### src/rtl/shm_bridge.sv
module shm_bridge #(
  parameter int AW = 16
) (
  input  logic          clk,
  input  logic          rst_n,
  input  logic          host_rd,
  input  logic          host_wr,
  input  logic          host_refresh,
  input  logic          host_sel,
  input  logic          host_bhe,
  input  logic [AW-1:0] host_addr,
  input  logic [15:0]   host_wdata,
  output logic [15:0]   host_rdata,
  output logic          host_rdata_oe,
  output logic          host_rdy,
  input  logic          other_access,
  output logic          pb_req,
  input  logic          pb_gnt,
  output logic [AW-1:0] sram_addr,
  output logic [7:0]    sram_wdata,
  input  logic [7:0]    sram_rdata,
  output logic          sram_oe,
  output logic          sram_we
);
  localparam int TW = AW - 1;

  logic          busy, op_wr, ph, bidx, spoil;
  logic [TW-1:0] op_tag;
  logic          hold_v;
  logic [TW-1:0] hold_tag;
  logic [1:0]    hold_mask;
  logic [15:0]   hold_data;
  logic          pf_v, pf_pend;
  logic [TW-1:0] pf_tag, pf_next;
  logic [15:0]   pf_data, rd_q;
  logic          rd_done, wr_done, wide;

  logic          acc_rd, acc_wr, rd_pend, wr_stall, wr_acc, wide_now;
  logic          hit, can_go, serve, fill, pref, flush, last;
  logic [TW-1:0] tag;

  assign acc_rd   = host_rd & host_sel & ~host_refresh;
  assign acc_wr   = host_wr & host_sel & ~host_refresh;
  assign tag      = host_addr[AW-1:1];
  assign wide_now = wide | host_bhe;
  assign rd_pend  = acc_rd & ~rd_done;
  assign wr_stall = acc_wr & ~wr_done & hold_v;
  assign wr_acc   = acc_wr & ~wr_done & ~hold_v;
  assign host_rdy = ~rd_pend & ~wr_stall;

  assign hit    = pf_v && (pf_tag == tag);
  assign can_go = ~busy & ~hold_v & pb_gnt;
  assign serve  = rd_pend & can_go & hit;
  assign fill   = rd_pend & can_go & ~hit;
  assign pref   = pf_pend & ~acc_rd & ~acc_wr & can_go;
  assign flush  = ~busy & hold_v & pb_gnt;
  assign last   = ph & (op_wr ? (bidx | ~hold_mask[1]) : bidx);

  assign pb_req        = busy | hold_v | rd_pend | (pf_pend & ~acc_rd & ~acc_wr);
  assign sram_addr     = {op_tag, bidx};
  assign sram_wdata    = bidx ? hold_data[15:8] : hold_data[7:0];
  assign sram_oe       = busy & ~op_wr;
  assign sram_we       = busy & op_wr & ph;
  assign host_rdata_oe = rd_done & host_rd;
  assign host_rdata    = host_rdata_oe ? rd_q : 16'h0000;

  always_ff @(posedge clk or negedge rst_n) begin
    if (!rst_n) begin
      busy <= 1'b0; op_wr <= 1'b0; ph <= 1'b0; bidx <= 1'b0; spoil <= 1'b0;
      op_tag <= '0; hold_v <= 1'b0; hold_tag <= '0; hold_mask <= 2'b00;
      hold_data <= 16'h0000; pf_v <= 1'b0; pf_pend <= 1'b0; pf_tag <= '0;
      pf_next <= '0; pf_data <= 16'h0000; rd_q <= 16'h0000;
      rd_done <= 1'b0; wr_done <= 1'b0; wide <= 1'b0;
    end else begin
      if (host_bhe && (acc_rd || acc_wr)) wide <= 1'b1;

      if (!host_rd) rd_done <= 1'b0;
      else if (serve) begin
        rd_done <= 1'b1;
        rd_q    <= wide_now ? pf_data
                 : {8'h00, host_addr[0] ? pf_data[15:8] : pf_data[7:0]};
        pf_next <= tag + 1'b1;
      end

      if (!host_wr) wr_done <= 1'b0;
      else if (wr_acc) wr_done <= 1'b1;

      if (wr_acc) begin
        hold_v   <= 1'b1;
        hold_tag <= tag;
        if (wide_now) begin
          hold_mask <= {host_bhe | host_addr[0], ~host_addr[0]};
          hold_data <= host_wdata;
        end else begin
          hold_mask <= host_addr[0] ? 2'b10 : 2'b01;
          hold_data <= {host_wdata[7:0], host_wdata[7:0]};
        end
      end

      if (!busy) begin
        if (flush) begin
          busy <= 1'b1; op_wr <= 1'b1; ph <= 1'b0;
          bidx <= ~hold_mask[0]; op_tag <= hold_tag;
        end else if (fill || pref) begin
          busy <= 1'b1; op_wr <= 1'b0; ph <= 1'b0; bidx <= 1'b0;
          op_tag <= fill ? tag : pf_next; spoil <= 1'b0; pf_v <= 1'b0;
        end
        if (pref) pf_pend <= 1'b0;
      end else begin
        ph <= ~ph;
        if (ph && !op_wr) begin
          if (bidx) pf_data[15:8] <= sram_rdata;
          else      pf_data[7:0]  <= sram_rdata;
        end
        if (last) begin
          busy <= 1'b0;
          if (op_wr) hold_v <= 1'b0;
          else begin
            pf_tag <= op_tag;
            pf_v   <= ~spoil;
          end
        end else if (ph) bidx <= 1'b1;
      end

      if (!host_rd && rd_done) pf_pend <= 1'b1;
      if (other_access || wr_acc) spoil <= 1'b1;
      if (other_access || wr_acc || (busy && op_wr && last)) pf_v <= 1'b0;
    end
  end
endmodule

### config.mk
export PLATFORM = sky130hd
export DESIGN_NAME = shm_bridge
export DESIGN_NICKNAME = d
export VERILOG_FILES = /design/src/rtl/shm_bridge.sv
export SDC_FILE = /design/constraint.sdc
export NUM_CORES = 1
export LEC_CHECK = 0
export CAP_MARGIN = 25
export CORE_MARGIN = 2
export CORE_UTILIZATION = 48
export CTS_CLUSTER_DIAMETER = 100
export DETAILED_ROUTE_END_ITERATION = 8
export PLACE_DENSITY = 0.76
export SYNTH_ARGS = -nofsm -noshare
export SYNTH_HDL_FRONTEND = slang
export SYNTH_SLANG_ARGS = --single-unit
export TNS_END_PERCENT = 10
### constraint.sdc
create_clock -name clk -period 1.7 [get_ports clk]
set_input_delay 0.34 -clock clk [delete_from_list [all_inputs] [get_ports clk]]
set_output_delay 0.34 -clock clk [all_outputs]
set_load 0.005 [all_outputs]
After elaboration in Yosys (flattened, before gate mapping)
Index checks and enable logic that the tools add are counted.
{ "classes": {"n_addsub": 1, "eq_ne": 11, "mux": 41, "bitwise_logic": 47, "reduce_logical": 26} }
{ "ops": {"columns": ["operator", "count"], "rows": [
  ["$mux 16", 3],
  ["$mux 15", 3],
  ["$mux 1", 31],
  ["$and 1x1->1", 24],
  ["$not 1->1", 17],
  ["$mux 8", 2],
  ["$add 15x1->15 const B", 1],
  ["$eq 15x15->1", 1],
  ["$reduce_and 3->1", 5],
  ["$ne 2x1->1 const B", 6],
  ["$logic_and 1x1->1", 6],
  ["$ne 3x2->1 const B", 2],
  ["$or 1x1->1", 6],
  ["$reduce_and 2->1", 3],
  ["$reduce_bool 2->1", 3],
  ["$reduce_bool 3->1", 2],
  ["$logic_or 1x1->1", 4],
  ["$mux 2", 2],
  ["$reduce_and 4->1", 1],
  ["$ne 3x1->1 const B", 1],
  ["$logic_not 1->1", 2],
  ["$ne 2x2->1 const B", 1]
]} }
{ "totals": {"reg_bits": 121, "output_inout_bits": 45, "elab_cells": 146} }

Depth between registers and ports, before layout
{ "depth": {"word_depth": 11, "mapped_depth": 8} }

Worst setup path before layout
Ideal clock, no wire load.
{ "synth_path": {"path_kind": "input-to-reg", "from": "input host_addr[8]", "to": "register op_tag[3]", "setup_time_ns": 0.104, "arrival_time_ns": 1.838, "t_required_ns": 1.596, "path_slack_ns": -0.242, "cell_stages": 8, "path_cell_list": "buf_6 xnor2_2 nand4_1 nor4_4 nor2_4 buf_6 mux2i_1 a221oi_1"} }
{ "synth_between": {"elab_chain_cells": 7, "word_cells_on_any_way": 10} }
{ "synth_lines": {"columns": ["element", "line_no", "rtl"], "rows": [
  ["start: declaration", "11", "input logic [AW-1:0] host_addr,"],
  ["$eq 15x15->1 *", "51", "assign hit = pf_v && (pf_tag == tag);"],
  ["$logic_and 1x1->1 *", "51", null],
  ["$not 1->1 *", "54", "assign fill = rd_pend & can_go & ~hit;"],
  ["$and 1x1->1 *", "54", null],
  ["$mux 15 or $logic_or 1x1->1 (tied branches)", "106, 104", null],
  ["$mux 15 or $reduce_bool 2->1 (tied branches)", null, null],
  ["$mux 15 or $reduce_and 2->1 (tied branches)", null, null],
  ["end signal: assignment", "103", "bidx <= ~hold_mask[0]; op_tag <= hold_tag;"],
  ["end: declaration", "28", "logic [TW-1:0] op_tag;"]
]} }
Mark *: on every way between the ends. The rest lies on a longest branch, timed or not. The select of a mux whose other input is x is not followed.
A chain may end at the register's enable or synchronous reset.

Worst setup path in the final report
{ "layout_path": {"from": "register rd_done", "to": "output host_rdata[7]"} }
{ "layout_between": {"elab_chain_cells": 2} }
{ "layout_lines": {"columns": ["element", "line_no", "rtl"], "rows": [
  ["start: declaration", "36", "logic rd_done, wr_done, wide;"],
  ["start signal: assignment", "73", "rd_done <= 1'b0; wr_done <= 1'b0; wide <= 1'b0;"],
  ["start signal: assignment", "77", "if (!host_rd) rd_done <= 1'b0;"],
  ["start signal: assignment", "79", "rd_done <= 1'b1;"],
  ["$and 1x1->1", "64", "assign host_rdata_oe = rd_done & host_rd;"],
  ["$mux 16", "65", "assign host_rdata = host_rdata_oe ? rd_q : 16'h0000;"],
  ["end: declaration", "13", "output logic [15:0] host_rdata,"]
]} }
No other way between the ends.

==> reports/qor.yml <==
synthesis:
  synth_top_family_by_area: "simple AND/OR/NAND/NOR gates"
  synth_mux_area_share_pct: 13.7
  synth_warnings: 0
  synth.distinct_cells: 49
  syn_area_um2: 5760
  netlist.top_cell.by_area: "dfrtp_1"
  ys_ff_latch: 121
  synth-edff-count: 0
  ys.flop_type: "dfrtp_1"
  synth_common_cells: "121 x dfrtp_1, 80 x nand2_1, 48 x mux2_2, 47 x o21ai_0, 40 x nor2_1"
  yosysSeqAreaShare_pct: 52.6
  synth_compound_area_share_pct: 10.4
  yosys.area_share.simple_pct: 14.4
  syn_inst: 530
  synth-xor-area-share_pct: 4.39
  synth-async-reset-ratio_pct: 100
  synth_nets: 580
  avgSynthCellArea_um2: 10.9
  synthTopCellsByArea: "dfrtp_1 53%, mux2_2 9.4%, nand2_1 5.2%, mux2i_1 4.3%, o21ai_0 4.1%"
  synthAdderAreaFrac_pct: 0.217
  yosysMostFrequentCell: "dfrtp_1"
  synth_top_area_share_pct: 52.6
clock_network:
  cts_buffers: 17
  cts_root_buf: "clkbuf_16"
  cts_buffer_depth: 2
  cts.sinks: 121
  path_clk_slew_ns: 0.05
  cts_max_level: 4
  clock_latency_ns: 0.42
  cts_tree: "done"
sta:
  fin_tns_setup_ns: -13.76
  slew_headroom_pct: 74.8
  setup_viol: 68
  slew_violations: 0
  layout_setup_ws_ns: -0.304
  skew_ns: 0.00784
  worstMarginPinSlew_ns: 0.378
  hold_viol: 0
  min_period_ns: 2.00
  post-route-period-util_pct: 118
  rsz0062_at_grt: "true"
  max_freq_mhz: 499
worst_setup_path:
  path_max_fanout: 18
  r2r-end: "bidx"
  cp.arrival_ns: 1.66
  reg2reg_from: "pf_tag[2]"
  endpoint: "host_rdata[7]"
  startpoint_type: "flop"
  critPathKind: "flop to output pin"
  r2r_cells: 7
  crit_start: "rd_done"
  cp-end-kind: "output pin"
  rrSetupSlack_ns: -0.28
  required_ns: 1.36
global_route:
  grt_pass1_wl_mm: 24.0
  antenna_found_initial: 0
  grt-ovfl-total: 0
  first_global_vias: 4782
  grt_max_degree: 69
  globalRouteTotalUtil_pct: 24.0
routing:
  post_drt_via_cell_ratio: 5.40
  dr.pass1.iters: 4
  wl_mm: 14.8
  vias: 4532
  drc: 0
  wire_per_inst_um: 17.6
  drtIter0Drc: 209
  drtAntennaViolNets: 0
job:
  cap_violations: 0
floorplanning:
  core-area_um2: 11900
  initial_core_util_pct: 48.6
  rows: 40
  die_w_um: 114
  dieArea_um2: 12900
  die_h_um: 114
  io-pin-count: 94
placement:
  dp_hpwl_mm: 9.73
  port_buffers: 93
  dpl_cell_area_um2: 7250
  gp_congestion: 0.830
power_and_ir_drop:
  ir_worst_vdd_mv: 0.731
  cellLeakagePower_nw: 3.60
  powerDensity_nw_per_um2: 1490
finish:
  register_area_um2: 3030
  design_area_um2: 8050
  multi_input_area_um2: 2600
  drive_above_1_share_pct: 28.6
  nNetsFinal: 730
  utilization_pct: 67.9
  fillers: 833
  n_antenna_cell: 0
  area_growth_pct: 39.8
outcome:
  status: "complete, but fails checks"
  violations: "setup timing"
hold_path:
  hp-class: "input pin to flop"
-- how the worst min path moves through the flow --
| stage | slack (ns) | endpoint | start | cells past startpoint |
|---|---|---|---|---|
| 2_1_floorplan | 0.04 | bidx | rst_n | 0 |
| 3_3_place_gp | 0.14 | pf_tag[8] | rst_n | 1 |
| 3_5_place_dp | 0.15 | pf_tag[8] | rst_n | 1 |
| 4_1_cts | 0.26 | pf_tag[8] | rst_n | 2 |
| 5_1_grt | 0.22 | wr_done | host_wr | 2 |
| 6_report | 0.22 | wr_done | host_wr | 2 |
-- critical path, cell delays in order (launching register included) --
cell and delay [ns]:
dfrtp_1 0.38, buf_6 0.17, and3_1 0.19, clkdlybuf4s50_1 0.50
-- cell type report --
type / instances / share of cell area, %
Clock inverter: 7 / 1.12
Sequential cell: 121 / 37.6
Tap cell: 147 / 2.28
Timing Repair Buffer: 161 / 19.6
Clock buffer: 25 / 6.15
Multi-Input combinational cell: 359 / 32.3
Inverter: 20 / 0.932
-- report_power, final --
group / internal [mW] / switching [mW]
Combinational: 2.24 / 1.65
Sequential: 3.92 / 0.660
Clock: 2.30 / 1.26
Total: 8.46 / 3.57
-- per-stage QoR --
| step | hold WS, ns | std cells | power, mW | setup slack, ns |
|---|---|---|---|---|
| 6_report | 0.220 | 840 | 12.0 | -0.304 |
| 4_1_cts | 0.258 | 840 | 12.0 | -0.314 |
| 5_1_grt | 0.223 | 840 | 12.6 | -0.379 |
| 3_5_place_dp | 0.146 | 796 | 8.32 | -0.804 |
| 3_3_place_gp | 0.145 | 796 | 8.14 | -0.762 |
| 2_1_floorplan | 0.0444 | 530 | 6.56 | -0.204 |
-- logic make-up after synthesis --
| logic type | after synthesis |
|---|---|
| adders and majority gates | 1 |
| DFF | 121 |
| muxes | 73 |
| xor gates and xnor gates | 28 |
| buffers and inverters | 50 |
| AOI/OAI and AO/OA | 86 |
| and+or+nand+nor | 171 |
-- metal layers --
metal  global-route usage, %  wire, um  up-vias
li1                        -         -     2136
met1                    30.0      6050     2262
met2                    40.1      7760      108
met3                    5.95       620       26
met4                    9.84       347        0
met5                       0         0        -
-- registers in the layout (all words and copies together), names as in the netlist, 2 cells and up --
name and cells:
hold_data 16, pf_data 16, rd_q 16, hold_tag 15, op_tag 15, pf_next 15, pf_tag 15, hold_mask 2
-- cell usage in the layout (no fill, tap or decap), types with 3 or more instances in the layout --
cell type	n
nand2_1	79
o21ai_1	17
xor2_1	5
mux2i_1	24
clkbuf_2	5
dlygate4sd2_1	3
xnor2_1	18
clkdlybuf4s15_1	10
a21o_1	3
clkbuf_16	17
buf_4	42
inv_1	20
nor2_1	39
and3_1	16
buf_12	11
clkbuf_1	4
clkinv_2	3
a221oi_1	3
nand3_1	8
mux2_4	3
dlymetal6s2s_1	3
buf_6	16
mux2_2	45
dfrtp_1	120
clkbuf_8	4
a31oi_1	8
clkdlybuf4s50_1	61
nand4_1	5
buf_2	8
xnor2_2	5
o21ai_0	33
a221oi_2	12
-- timing repair --
| action | 4_1_cts | 5_1_grt |
|---|---|---|
| buffers inserted | 11 | 0 |
| endpoints found under the hold margin | 121 | 0 |
| gates resized for setup | 104 | 29 |
| gates cloned | 1 | 0 |
| hold buffers | 1 | 0 |
| pin swaps | 9 | 3 |
| endpoints found under the setup margin | 116 | 110 |
Power figures use the tool's default switching activity.
